$ cat config.mk
export PLATFORM = sky130hd
export DESIGN_NAME = vidSyncClamp
export DESIGN_NICKNAME = d
export VERILOG_FILES = /design/src/rtl/vidSyncPkg.sv /design/src/rtl/vidSyncDatapath.sv /design/src/rtl/vidSyncControl.sv /design/src/rtl/vidSyncClamp.sv
export SDC_FILE = /design/constraint.sdc
export NUM_CORES = 1
export LEC_CHECK = 0
export ABC_AREA = 0
export ABC_CLOCK_PERIOD_IN_PS = 1600
export BUFFER_PORTS_ARGS = -buffer_cell sky130_fd_sc_hd__clkbuf_2
export CORE_MARGIN = 8
export CORE_UTILIZATION = 47
export CTS_CLUSTER_SIZE = 25
export DETAILED_ROUTE_END_ITERATION = 8
export PLACE_DENSITY = 0.79
export SYNTH_ARGS = -nofsm -noshare
export SYNTH_HDL_FRONTEND = slang
export SYNTH_SLANG_ARGS = --single-unit
$ cat constraint.sdc
create_clock -name clk -period 1.6 [get_ports clk]
set_clock_uncertainty 0.05 [all_clocks]
set_input_delay 0.24 -clock clk [delete_from_list [all_inputs] [get_ports clk]]
set_output_delay 0.24 -clock clk [all_outputs]
set_load 0.01 [all_outputs]
$ cat src/rtl/vidSyncPkg.sv
package vidSyncPkg;
  localparam int WORD_W = 10;
  localparam int LSB_W  = 2;

  typedef enum logic [1:0] {
    CLS_OTHER = 2'd0,
    CLS_ZERO  = 2'd1,
    CLS_ONES  = 2'd2
  } wordCls_t;

  // control -> datapath strobes
  typedef struct packed {
    logic clampEn;
    logic clearAll;
  } ctrlStrobe_t;

  // datapath -> control status
  typedef struct packed {
    wordCls_t nextCls;
  } dpStatus_t;
endpackage

$ cat src/rtl/vidSyncDatapath.sv
module vidSyncDatapath
  import vidSyncPkg::*;
#(
  parameter int WORD_W = vidSyncPkg::WORD_W,
  parameter int LSB_W  = vidSyncPkg::LSB_W
) (
  input  logic              clk,
  input  logic [WORD_W-1:0] dataIn,
  input  ctrlStrobe_t       strobe,
  output logic [WORD_W-1:0] dataOut,
  output dpStatus_t         status
);
  localparam int UP_W = WORD_W - LSB_W;

  logic [WORD_W-1:0] inReg;
  logic [WORD_W-1:0] outReg;
  logic [WORD_W-1:0] clamped;
  logic              upperZero;
  logic              upperOnes;

  always_ff @(posedge clk) begin
    if (strobe.clearAll) inReg <= '0;
    else                 inReg <= dataIn;
  end

  assign upperZero = (inReg[WORD_W-1:LSB_W] == {UP_W{1'b0}});
  assign upperOnes = (inReg[WORD_W-1:LSB_W] == {UP_W{1'b1}});

  always_comb begin
    clamped = inReg;
    if (strobe.clampEn) begin
      if (upperZero)      clamped = '0;
      else if (upperOnes) clamped = '1;
    end
  end

  always_comb begin
    if (clamped == '0)      status.nextCls = CLS_ZERO;
    else if (clamped == '1) status.nextCls = CLS_ONES;
    else                    status.nextCls = CLS_OTHER;
  end

  always_ff @(posedge clk) begin
    if (strobe.clearAll) outReg <= '0;
    else                 outReg <= clamped;
  end

  assign dataOut = outReg;

  AST_LOW_CLAMP: assert property (@(posedge clk) disable iff (strobe.clearAll)
    (strobe.clampEn && upperZero) |=> (dataOut == '0));
  AST_HIGH_CLAMP: assert property (@(posedge clk) disable iff (strobe.clearAll)
    (strobe.clampEn && upperOnes) |=> (dataOut == '1));
  AST_PASS_THROUGH: assert property (@(posedge clk) disable iff (strobe.clearAll)
    (!strobe.clampEn || (!upperZero && !upperOnes)) |=> (dataOut == $past(inReg)));
endmodule

$ cat src/rtl/vidSyncControl.sv
module vidSyncControl
  import vidSyncPkg::*;
(
  input  logic        clk,
  input  logic        rst,
  input  logic        syncDisable,
  input  dpStatus_t   status,
  output ctrlStrobe_t strobe,
  output logic        preambleFlag
);
  logic     disReg;
  wordCls_t histNow;   // class of word now on the output
  wordCls_t histPrev;  // class of the output before that
  logic     pulseReg;

  always_ff @(posedge clk) begin
    if (rst) disReg <= 1'b0;
    else     disReg <= syncDisable;
  end

  assign strobe.clampEn  = ~disReg;
  assign strobe.clearAll = rst;

  always_ff @(posedge clk) begin
    if (rst) begin
      histNow  <= CLS_OTHER;
      histPrev <= CLS_OTHER;
      pulseReg <= 1'b0;
    end else begin
      histNow  <= status.nextCls;
      histPrev <= histNow;
      pulseReg <= (histPrev == CLS_ONES) && (histNow == CLS_ZERO)
                  && (status.nextCls == CLS_ZERO);
    end
  end

  assign preambleFlag = pulseReg;

  AST_PULSE_SINGLE: assert property (@(posedge clk) disable iff (rst)
    preambleFlag |=> !preambleFlag);
  AST_PULSE_HISTORY: assert property (@(posedge clk) disable iff (rst)
    $rose(preambleFlag) |-> (histNow == CLS_ZERO && histPrev == CLS_ZERO));
endmodule

$ cat src/rtl/vidSyncClamp.sv
module vidSyncClamp
  import vidSyncPkg::*;
#(
  parameter int WORD_W = vidSyncPkg::WORD_W,
  parameter int LSB_W  = vidSyncPkg::LSB_W
) (
  input  logic              clk,
  input  logic              rst,
  input  logic [WORD_W-1:0] dataIn,
  input  logic              syncDisable,
  output logic [WORD_W-1:0] dataOut,
  output logic              preambleFlag
);
  ctrlStrobe_t strobe;
  dpStatus_t   status;

  vidSyncControl ctrl_i (
    .clk          (clk),
    .rst          (rst),
    .syncDisable  (syncDisable),
    .status       (status),
    .strobe       (strobe),
    .preambleFlag (preambleFlag)
  );

  vidSyncDatapath #(.WORD_W(WORD_W), .LSB_W(LSB_W)) dp_i (
    .clk     (clk),
    .dataIn  (dataIn),
    .strobe  (strobe),
    .dataOut (dataOut),
    .status  (status)
  );

  AST_RESET_STATE: assert property (@(posedge clk)
    rst |=> (dataOut == '0 && !preambleFlag));
endmodule

==> impl_metrics.py, run 1 <==
metrics = {
    "synth": {
        "ys_warn_count": 0,
        "synth_area_um2": 786,
        "netlist_instances": 64,
        "syn_area_per_cell_um2": 12.3,
        "ys_ff_latch": 26,
        "ys_seq_area_share_pct": 66.2,
        "ys_types": 17,
        "syn_nets": 77,
    },
    "setup_path": {
        "path_max_fanout": 3,
        "crit_required_ns": 1.78,
        "cp-end-kind": "flop",
        "cp_data_arrival_time_ns": 1.42,
        "path_class": "flop to flop",
        "cp-start-kind": "flop",
    },
    "sta": {
        "rsz0062_at_grt": "false",
        "fin_crit_ns": 1.24,
        "timing.slew.headroom_pct": 82.2,
        "fmax_mhz": 808,
        "finalMaxSlewViolations": 0,
        "hold_viol": 0,
        "setup_viol": 0,
        "fin_setup_tns_ns": 0,
        "min_period_over_period_pct": 77.4,
        "worst_pin_slew_ns": 0.264,
    },
    "cts": {
        "cts_root_buf": "clkbuf_4",
        "clk_pin_slew_worst_paths_ns": 0.12,
        "worstSkewPairLatency_ns": 0.30,
        "numCtsBuffers": 3,
        "cts_sinks": 26,
        "cts_tree": "yes",
        "cts-hold-fix-buffers": 0,
        "htree_levels": 1,
        "clock_tree.buffer_depth": 2,
        "cts_setup_buffers": 0,
        "cts_resized": 0,
    },
    "detailed_routing": {
        "vias_per_cell": 4.83,
        "dr.pass1.iters": 3,
        "wire_per_inst_um": 12.2,
        "vias": 507,
        "antenna_left": 0,
        "wl_um": 1280,
        "drt-initial-drc-count": 1,
        "drc": 0,
    },
    "floorplanning": {
        "row_count": 14,
        "coreArea_mm2": 0.00154,
        "fp.dieW_um": 56.9,
        "io_pins": 24,
        "die_h_um": 56.9,
        "die-area_mm2": 0.00324,
        "start_util_pct": 51.0,
    },
    "global_route": {
        "busiest_layer": "met2",
        "grt.overflow.total": 0,
        "grt_max_degree": 17,
        "grt_use_met1_pct": 9.18,
        "antenna_found_initial": 0,
        "gr-usage-met3_pct": 3.37,
        "grt.total_usage_pct": 8.30,
        "grt_pass1_wl_um": 2240,
        "grt_pass1_vias": 552,
        "met2_usage_pct": 13.8,
    },
    "cells_and_area": {
        "syn2layout_area_growth_pct": 20.1,
        "diodes": 0,
        "final_area_um2": 943,
        "final_util_pct": 61.2,
        "final_cells": 105,
        "mostFrequentLayoutCell": "dfxtp_1",
        "final_cell_mix": "26 x dfxtp_1, 23 x clkbuf_2, 20 x nor2b_1",
        "fin_nets": 104,
        "num-fill-cells": 139,
        "drive_gt1_share_pct": 34.8,
    },
    "run": {
        "cap_violations": 0,
    },
    "power": {
        "power_leakage_nw": 0.403,
        "power_density_mw_per_mm2": 1070,
        "p_total_mw": 1.01,
        "ir_drop_v": 0.000656,
    },
    "outcome": {
        "status": "finished, final reports clean",
    },
    "placed_design": {
        "placed_area_um2": 921,
        "place_hpwl_um": 1040,
        "io_buffer_count": 23,
        "place_congestion": 0.781,
        "dp_cells": 102,
    },
    "hold_path": {
        "holdCritPathClass": "input pin to flop",
    },
}
synth_stat cells:
master    count  area share [%]
nand4_1       2             1.6
a21oi_1       1            0.64
o21a_1        2             1.9
clkbuf_1      1            0.48
buf_1         1            0.48
nor2b_2       1             1.1
nor2b_1      20              16
inv_1         1            0.48
and4b_1       1             1.3
o21ai_0       1            0.64
a31oi_1       1            0.80
nor4b_1       1             1.1
nor4b_4       1             3.0
nor4_2        2             3.2
dfxtp_1      26              66
nand2_1       1            0.48
nor3_1        1            0.64
registers in the layout, indices dropped and copies added (netlist names):
signal,flops
dp_i.dataOut,10
dp_i.inReg,10
ctrl_i.histNow,2
ctrl_i.histPrev,2
ctrl_i.disReg,1
ctrl_i.preambleFlag,1
through the flow:
stage / worst slack, ns / hold WS, ns
2_1_floorplan: 0.501 / 0.262
3_3_place_gp: 0.439 / 0.395
3_5_place_dp: 0.380 / 0.399
4_1_cts: 0.361 / 0.0826
5_1_grt: 0.251 / 0.0869
6_report: 0.362 / 0.0836
power breakdown:
| part | switching (mW) | internal (mW) | leakage (nW) |
|---|---|---|---|
| sequential | 0.0147 | 0.674 | 0.214 |
| clock | 0.163 | 0.0879 | 0.0138 |
| combinational | 0.0301 | 0.0381 | 0.175 |
| total | 0.208 | 0.800 | 0.403 |
cell type report:
cell class	instances	area (um2)	area share, %
flip-flops and latches	26	520	55.2
multi-input cells	35	254	26.9
repair buffers	24	123	13.0
clock buffers	3	22.5	2.39
well taps	16	20.0	2.12
inverters	1	3.75	0.398
layer usage:
metal,vias up,wire [um]
met3,2,105
met4,0,18
met2,18,595
met1,224,560
li1,263,-
met5,-,0
cells by family (layout without fill, tap and decap cells):
group | Yosys count | in the layout | synth area share [%]
AO/OA/AOI/OAI | 5 | 5 | 3.98
AND/OR/NAND/NOR | 30 | 30 | 28.3
flip-flops | 26 | 26 | 66.2
buffers and inverters | 3 | 28 | 1.43
critical path, cell delays in order (launching register included):
cell and delay [ns]:
dfxtp_1 0.35, nor4_2 0.32, and4b_1 0.26, nor4b_4 0.19
final timing paths:
| path | startpoint | endpoint | slack [ns] | depth (start not counted) |
|---|---|---|---|---|
| setup / recovery | dp_i.inReg[6]$_SDFF_PP0_ | ctrl_i.preambleFlag$_SDFF_PP0_ | 0.36 | 3 |
| hold / removal | syncDisable | ctrl_i.disReg$_SDFF_PP0_ | 0.08 | 2 |
| setup reg to reg | dp_i.inReg[6]$_SDFF_PP0_ | ctrl_i.preambleFlag$_SDFF_PP0_ | 0.36 | 3 |
| hold reg to reg | ctrl_i.histNow[0]$_SDFF_PP0_ | ctrl_i.histPrev[0]$_SDFF_PP0_ | 0.42 | 1 |
Power figures use the tool's default switching activity.
==> inputs of run 2 (changes only) <==
- ABC_CLOCK_PERIOD_IN_PS: 1600 -> 1000
- CORE_UTILIZATION: 47 -> 42
- PLACE_DENSITY: 0.79 -> 0.75
- clock period: 1.6 -> 1 ns (I/O delays scaled with it)
==> impl_metrics.py, run 2 (synthesis results as in run 1) <==
metrics = {
    "outcome": {
        "status": "complete, but fails checks",
        "violations": "negative setup slack",
    },
    "detailed_routing": {
        "drc": 0,
        "wire_per_inst_um": 11.7,
        "vias": 556,
        "drt-initial-drc-count": 5,
        "dr.pass1.iters": 2,
        "antenna_left": 0,
        "wl_um": 1470,
        "vias_per_cell": 4.41,
    },
    "floorplanning": {
        "die_h_um": 59.3,
        "coreArea_mm2": 0.00175,
        "fp.dieW_um": 59.3,
        "io_pins": 24,
        "die-area_mm2": 0.00351,
        "row_count": 15,
        "start_util_pct": 45.0,
    },
    "sta": {
        "worst_pin_slew_ns": 0.269,
        "worst_slack_ns": -0.213,
        "min_period_over_period_pct": 121,
        "finalMaxSlewViolations": 0,
        "timing.slew.headroom_pct": 82.0,
        "setup_viol": 5,
        "fin_crit_ns": 1.21,
        "rsz0062_at_grt": "true",
        "whs_ns": 0.00160,
        "hold_viol": 0,
        "fmax_mhz": 825,
    },
    "setup_path": {
        "r2r-end": "ctrl_i.preambleFlag$_SDFF_PP0_",
        "r2r_slack_ns": -0.21,
        "r2r_start": "dp_i.inReg[5]$_SDFF_PP0_",
        "path_max_fanout": 2,
        "cp-end-kind": "flop",
        "crit_required_ns": 1.18,
        "cp-start-kind": "flop",
        "rr_worst_depth": 3,
        "path_class": "flop to flop",
        "cp_data_arrival_time_ns": 1.39,
    },
    "power": {
        "sw_frac_of_total_pct": 21.0,
        "power_leakage_nw": 0.471,
        "power_density_mw_per_mm2": 1510,
        "clkPwrFrac_pct": 24.1,
        "p_total_mw": 1.67,
        "p_sw_mw": 0.351,
        "p_int_mw": 1.32,
        "seqPwrFrac_pct": 66.4,
        "combPwrFrac_pct": 9.6,
        "ir_drop_v": 0.000891,
    },
    "global_route": {
        "antenna_found_initial": 0,
        "grt_use_met1_pct": 9.66,
        "gr-usage-met3_pct": 3.04,
        "busiest_layer": "met2",
        "grt_pass1_wl_um": 2480,
        "met2_usage_pct": 16.5,
        "grt.overflow.total": 0,
        "grt_pass1_vias": 554,
        "grt_max_degree": 14,
        "grt.total_usage_pct": 9.30,
    },
    "cts": {
        "cts_root_buf": "clkbuf_4",
        "clk_pin_slew_worst_paths_ns": 0.12,
        "cts_tree": "yes",
        "worstSkewPairLatency_ns": 0.30,
        "numCtsBuffers": 3,
        "cts_sinks": 26,
        "htree_levels": 1,
        "clock_tree.buffer_depth": 2,
    },
    "run": {
        "cap_violations": 0,
    },
    "cells_and_area": {
        "fin_nets": 116,
        "final_area_mm2": 0.00111,
        "syn2layout_area_growth_pct": 41.1,
        "final_cell_mix": "22 x clkbuf_2, 20 x nor2b_1, 17 x dfxtp_1",
        "mostFrequentLayoutCell": "clkbuf_2",
        "diodes": 0,
        "drive_gt1_share_pct": 48.5,
    },
    "placed_design": {
        "io_buffer_count": 23,
        "place_hpwl_um": 1110,
        "place_congestion": 0.694,
        "placed_area_um2": 977,
    },
    "hold_path": {
        "worstHoldStart": "dataIn[5]",
        "hold_depth": 2,
        "min_to": "dp_i.inReg[5]$_SDFF_PP0_",
        "holdCritPathClass": "input pin to flop",
    },
}
## run 2: changes by cell type in the layout (fill, tap and decap cells not counted)
cell	change
nor4_4	+2
clkbuf_2	-1
nor4b_2	+1
nor4_2	-2
buf_2	+1
dlygate4sd3_1	+5
dfxtp_1	-9
nor3_2	+1
nor4b_1	-1
buf_6	+3
buf_4	+4
dfxtp_2	+9
nor3_1	-1
## run 2: cell type report
cell class	instances	area (um2)
Fill cell	150	637
Sequential cell	26	532
Multi-Input combinational cell	35	283
Timing Repair Buffer	36	236
Tap cell	25	31.3
Clock buffer	3	22.5
Inverter	1	3.75
## run 2: how the worst max path moves through the flow
stage / from / end / slack (ns) / depth (start not counted)
2_1_floorplan: dp_i.inReg[8]$_SDFF_PP0_ / ctrl_i.preambleFlag$_SDFF_PP0_ / -0.1 / 3
4_1_cts: dp_i.inReg[5]$_SDFF_PP0_ / ctrl_i.preambleFlag$_SDFF_PP0_ / -0.20 / 3
3_5_place_dp: dp_i.inReg[2]$_SDFF_PP0_ / ctrl_i.preambleFlag$_SDFF_PP0_ / -0.19 / 3
6_report: dp_i.inReg[5]$_SDFF_PP0_ / ctrl_i.preambleFlag$_SDFF_PP0_ / -0.21 / 3
3_3_place_gp: dp_i.inReg[2]$_SDFF_PP0_ / ctrl_i.preambleFlag$_SDFF_PP0_ / -0.14 / 3
5_1_grt: dp_i.inReg[8]$_SDFF_PP0_ / ctrl_i.preambleFlag$_SDFF_PP0_ / -0.27 / 3
## run 2: critical path: stages (launching register included)
cell	delay, ns
dfxtp_2	0.36
nor4_4	0.29
and4b_1	0.26
nor4b_4	0.18
## run 2: power by group through the flow
stage	Clock, mW	Sequential (mW)	Combinational (mW)
2_1_floorplan	0	1.13	0.0536
3_5_place_dp	0	1.12	0.129
5_1_grt	0.458	1.12	0.176
6_report	0.402	1.11	0.160
3_3_place_gp	0	1.12	0.125
4_1_cts	0.413	1.11	0.151
## run 2: per-stage QoR
stage	setup WS (ns)	setup TNS (ns)	util, %	cells
final	-0.213	-0.614	63.5	126
after global routing	-0.265	-0.867	63.5	126
after CTS	-0.197	-0.504	61.3	123
after detailed placement	-0.186	-0.554	56.0	116
after global placement	-0.144	-0.408	56.0	116
after floorplan	-0.0960	-0.142	-	64
## run 2: per-layer routing
layer | up-vias | part of all wire (%)
met5 | - | 0
met4 | 0 | 0.82
met3 | 2 | 6.2
met2 | 14 | 53
met1 | 251 | 40
li1 | 289 | -
## run 2: repair_timing
action,in CTS,in global routing
endpoints found under the hold margin,2,3
hold buffers,2,3
endpoints found under the setup margin,5,10
pin swaps,3,1
setup buffers,2,0
gates resized for setup,9,6
==> inputs of run 3 (changes only) <==
- BUFFER_PORTS_ARGS: -buffer_cell sky130_fd_sc_hd__clkbuf_2 -> default
- CORE_UTILIZATION: 42 -> 51
- DONT_BUFFER_PORTS: default -> 1
- PLACE_DENSITY: 0.75 -> 0.74
==> impl_metrics.py, run 3 (synthesis results as in run 1) <==
metrics = {
    "setup_path": {
        "cp-end-kind": "flop",
        "path_cells": "nor4_4, buf_4, a31oi_2, nor4b_2",
        "critPathTopFamily": "simple AND/OR/NAND/NOR gates",
        "cp-startpoint": "dp_i.inReg[8]$_SDFF_PP0_",
        "cp_data_arrival_time_ns": 1.45,
        "slowest_delay_ns": 0.36,
        "r2r_slack_ns": -0.27,
        "path_max_fanout": 3,
        "rr_worst_depth": 4,
        "path_class": "flop to flop",
        "r2r_start": "dp_i.inReg[8]$_SDFF_PP0_",
        "crit_required_ns": 1.18,
        "slowest_stage": "dfxtp_2",
        "cp-start-kind": "flop",
        "crit_buf_inv": 1,
        "r2r-end": "ctrl_i.histNow[1]$_SDFF_PP0_",
    },
    "global_route": {
        "grt.total_usage_pct": 11.5,
        "antenna_found_initial": 0,
        "grt_pass1_vias": 578,
        "grt.overflow.total": 0,
        "grt_pass1_wl_um": 2790,
        "grt_max_degree": 16,
    },
    "cts": {
        "htree_levels": 1,
        "cts_tree": "yes",
        "clk_pin_slew_worst_paths_ns": 0.14,
        "cts_sinks": 26,
        "worstSkewPairLatency_ns": 0.32,
        "numCtsBuffers": 3,
        "cts_root_buf": "clkbuf_4",
        "clock_tree.buffer_depth": 2,
    },
    "floorplanning": {
        "fp.dieW_um": 55.3,
        "die-area_mm2": 0.00305,
        "io_pins": 24,
        "row_count": 14,
        "coreArea_mm2": 0.00147,
        "start_util_pct": 53.4,
        "die_h_um": 55.3,
    },
    "power": {
        "power_leakage_nw": 0.441,
        "p_total_mw": 1.96,
        "ir_drop_v": 0.00171,
        "power_density_mw_per_mm2": 1780,
    },
    "sta": {
        "finalMaxSlewViolations": 0,
        "fmax_mhz": 785,
        "worst_pin_slew_ns": 0.503,
        "worst_slack_ns": -0.273,
        "min_period_over_period_pct": 127,
        "hold_viol": 0,
        "setup_viol": 5,
        "timing.slew.headroom_pct": 66.5,
        "fin_crit_ns": 1.27,
        "rsz0062_at_grt": "true",
    },
    "placed_design": {
        "place_hpwl_um": 904,
        "pre_cts_ws_ns": -0.199,
        "place_congestion": 0.745,
        "io_buffer_count": 0,
    },
    "cells_and_area": {
        "syn2layout_area_growth_pct": 39.6,
        "drive_gt1_share_pct": 27.3,
        "mostFrequentLayoutCell": "dfxtp_1",
        "final_cell_mix": "22 x dfxtp_1, 20 x nor2b_1, 12 x dlygate4sd3_1",
        "fin_nets": 102,
        "diodes": 0,
    },
    "hold_path": {
        "worstHoldStart": "rst",
        "hold_depth": 2,
        "holdCritPathClass": "input pin to flop",
        "min_to": "dp_i.dataOut[4]$_SDFF_PP0_",
    },
    "run": {
        "cap_violations": 0,
    },
    "detailed_routing": {
        "drt-initial-drc-count": 4,
        "antenna_left": 0,
        "wl_um": 1770,
        "dr.pass1.iters": 4,
        "vias_per_cell": 5.13,
        "drc": 0,
        "wire_per_inst_um": 17.0,
        "vias": 534,
    },
    "outcome": {
        "status": "complete, but fails checks",
        "violations": "negative setup slack",
    },
}
[run 3: cell types whose count changed in the layout (fill, tap and decap cells not counted), moves of 2 or more]
cell | previous run | this run
dfxtp_2 | 9 | 3
dlygate4sd3_1 | 5 | 12
buf_4 | 5 | 8
clkbuf_2 | 22 | 0
dfxtp_1 | 17 | 22
buf_6 | 3 | 1
[run 3: metrics by stage]
step | area [um2] | cells | hold WS (ns) | setup TNS (ns) | utilization, %
6_report | 1100 | 104 | 0.354 | -1.01 | 74.6
3_5_place_dp | 836 | 82 | 0.171 | -0.590 | 56.8
2_1_floorplan | 793 | 64 | 0.172 | -0.142 | -
3_3_place_gp | 836 | 82 | 0.170 | -0.457 | 56.8
5_1_grt | 1100 | 104 | 0.356 | -1.27 | 74.6
4_1_cts | 1050 | 100 | 0.00409 | -0.702 | 71.1
[run 3: worst max path at each step]
| stage | end | slack [ns] | cells after the start |
|---|---|---|---|
| after floorplan | ctrl_i.preambleFlag$_SDFF_PP0_ | -0.1 | 3 |
| after global placement | ctrl_i.preambleFlag$_SDFF_PP0_ | -0.17 | 3 |
| after detailed placement | ctrl_i.preambleFlag$_SDFF_PP0_ | -0.20 | 3 |
| after CTS | ctrl_i.preambleFlag$_SDFF_PP0_ | -0.22 | 3 |
| after global routing | ctrl_i.preambleFlag$_SDFF_PP0_ | -0.33 | 3 |
| final | ctrl_i.histNow[1]$_SDFF_PP0_ | -0.27 | 4 |
[run 3: area by class of cell]
cell class	instances	area, um2
flip-flops and latches	26	528
fillers	101	374
multi-input cells	35	289
repair buffers	22	204
clock inverters	1	30.0
clock buffers	3	22.5
well taps	16	20.0
inverters	1	3.75
[run 3: where the power goes]
group | total, mW | switching [mW] | internal [mW]
Clock | 0.701 | 0.296 | 0.405
Sequential | 1.12 | 0.0407 | 1.08
Combinational | 0.137 | 0.0440 | 0.0928
[run 3: what timing repair did]
item,CTS,global route
endpoints found under the hold margin,24,1
resized for setup,6,4
gates cloned,0,0
hold buffers,12,1
pin swaps,5,6
setup endpoints to repair,5,5
setup buffers,2,3
[run 3: routing by layer]
metal | global-route usage (%) | part of all wire, % | up-vias
met5 | 0 | 0 | -
met4 | 5.28 | 0.73 | 0
met3 | 7.08 | 6.8 | 2
met2 | 20.5 | 56 | 18
met1 | 9.76 | 36 | 256
li1 | - | - | 258
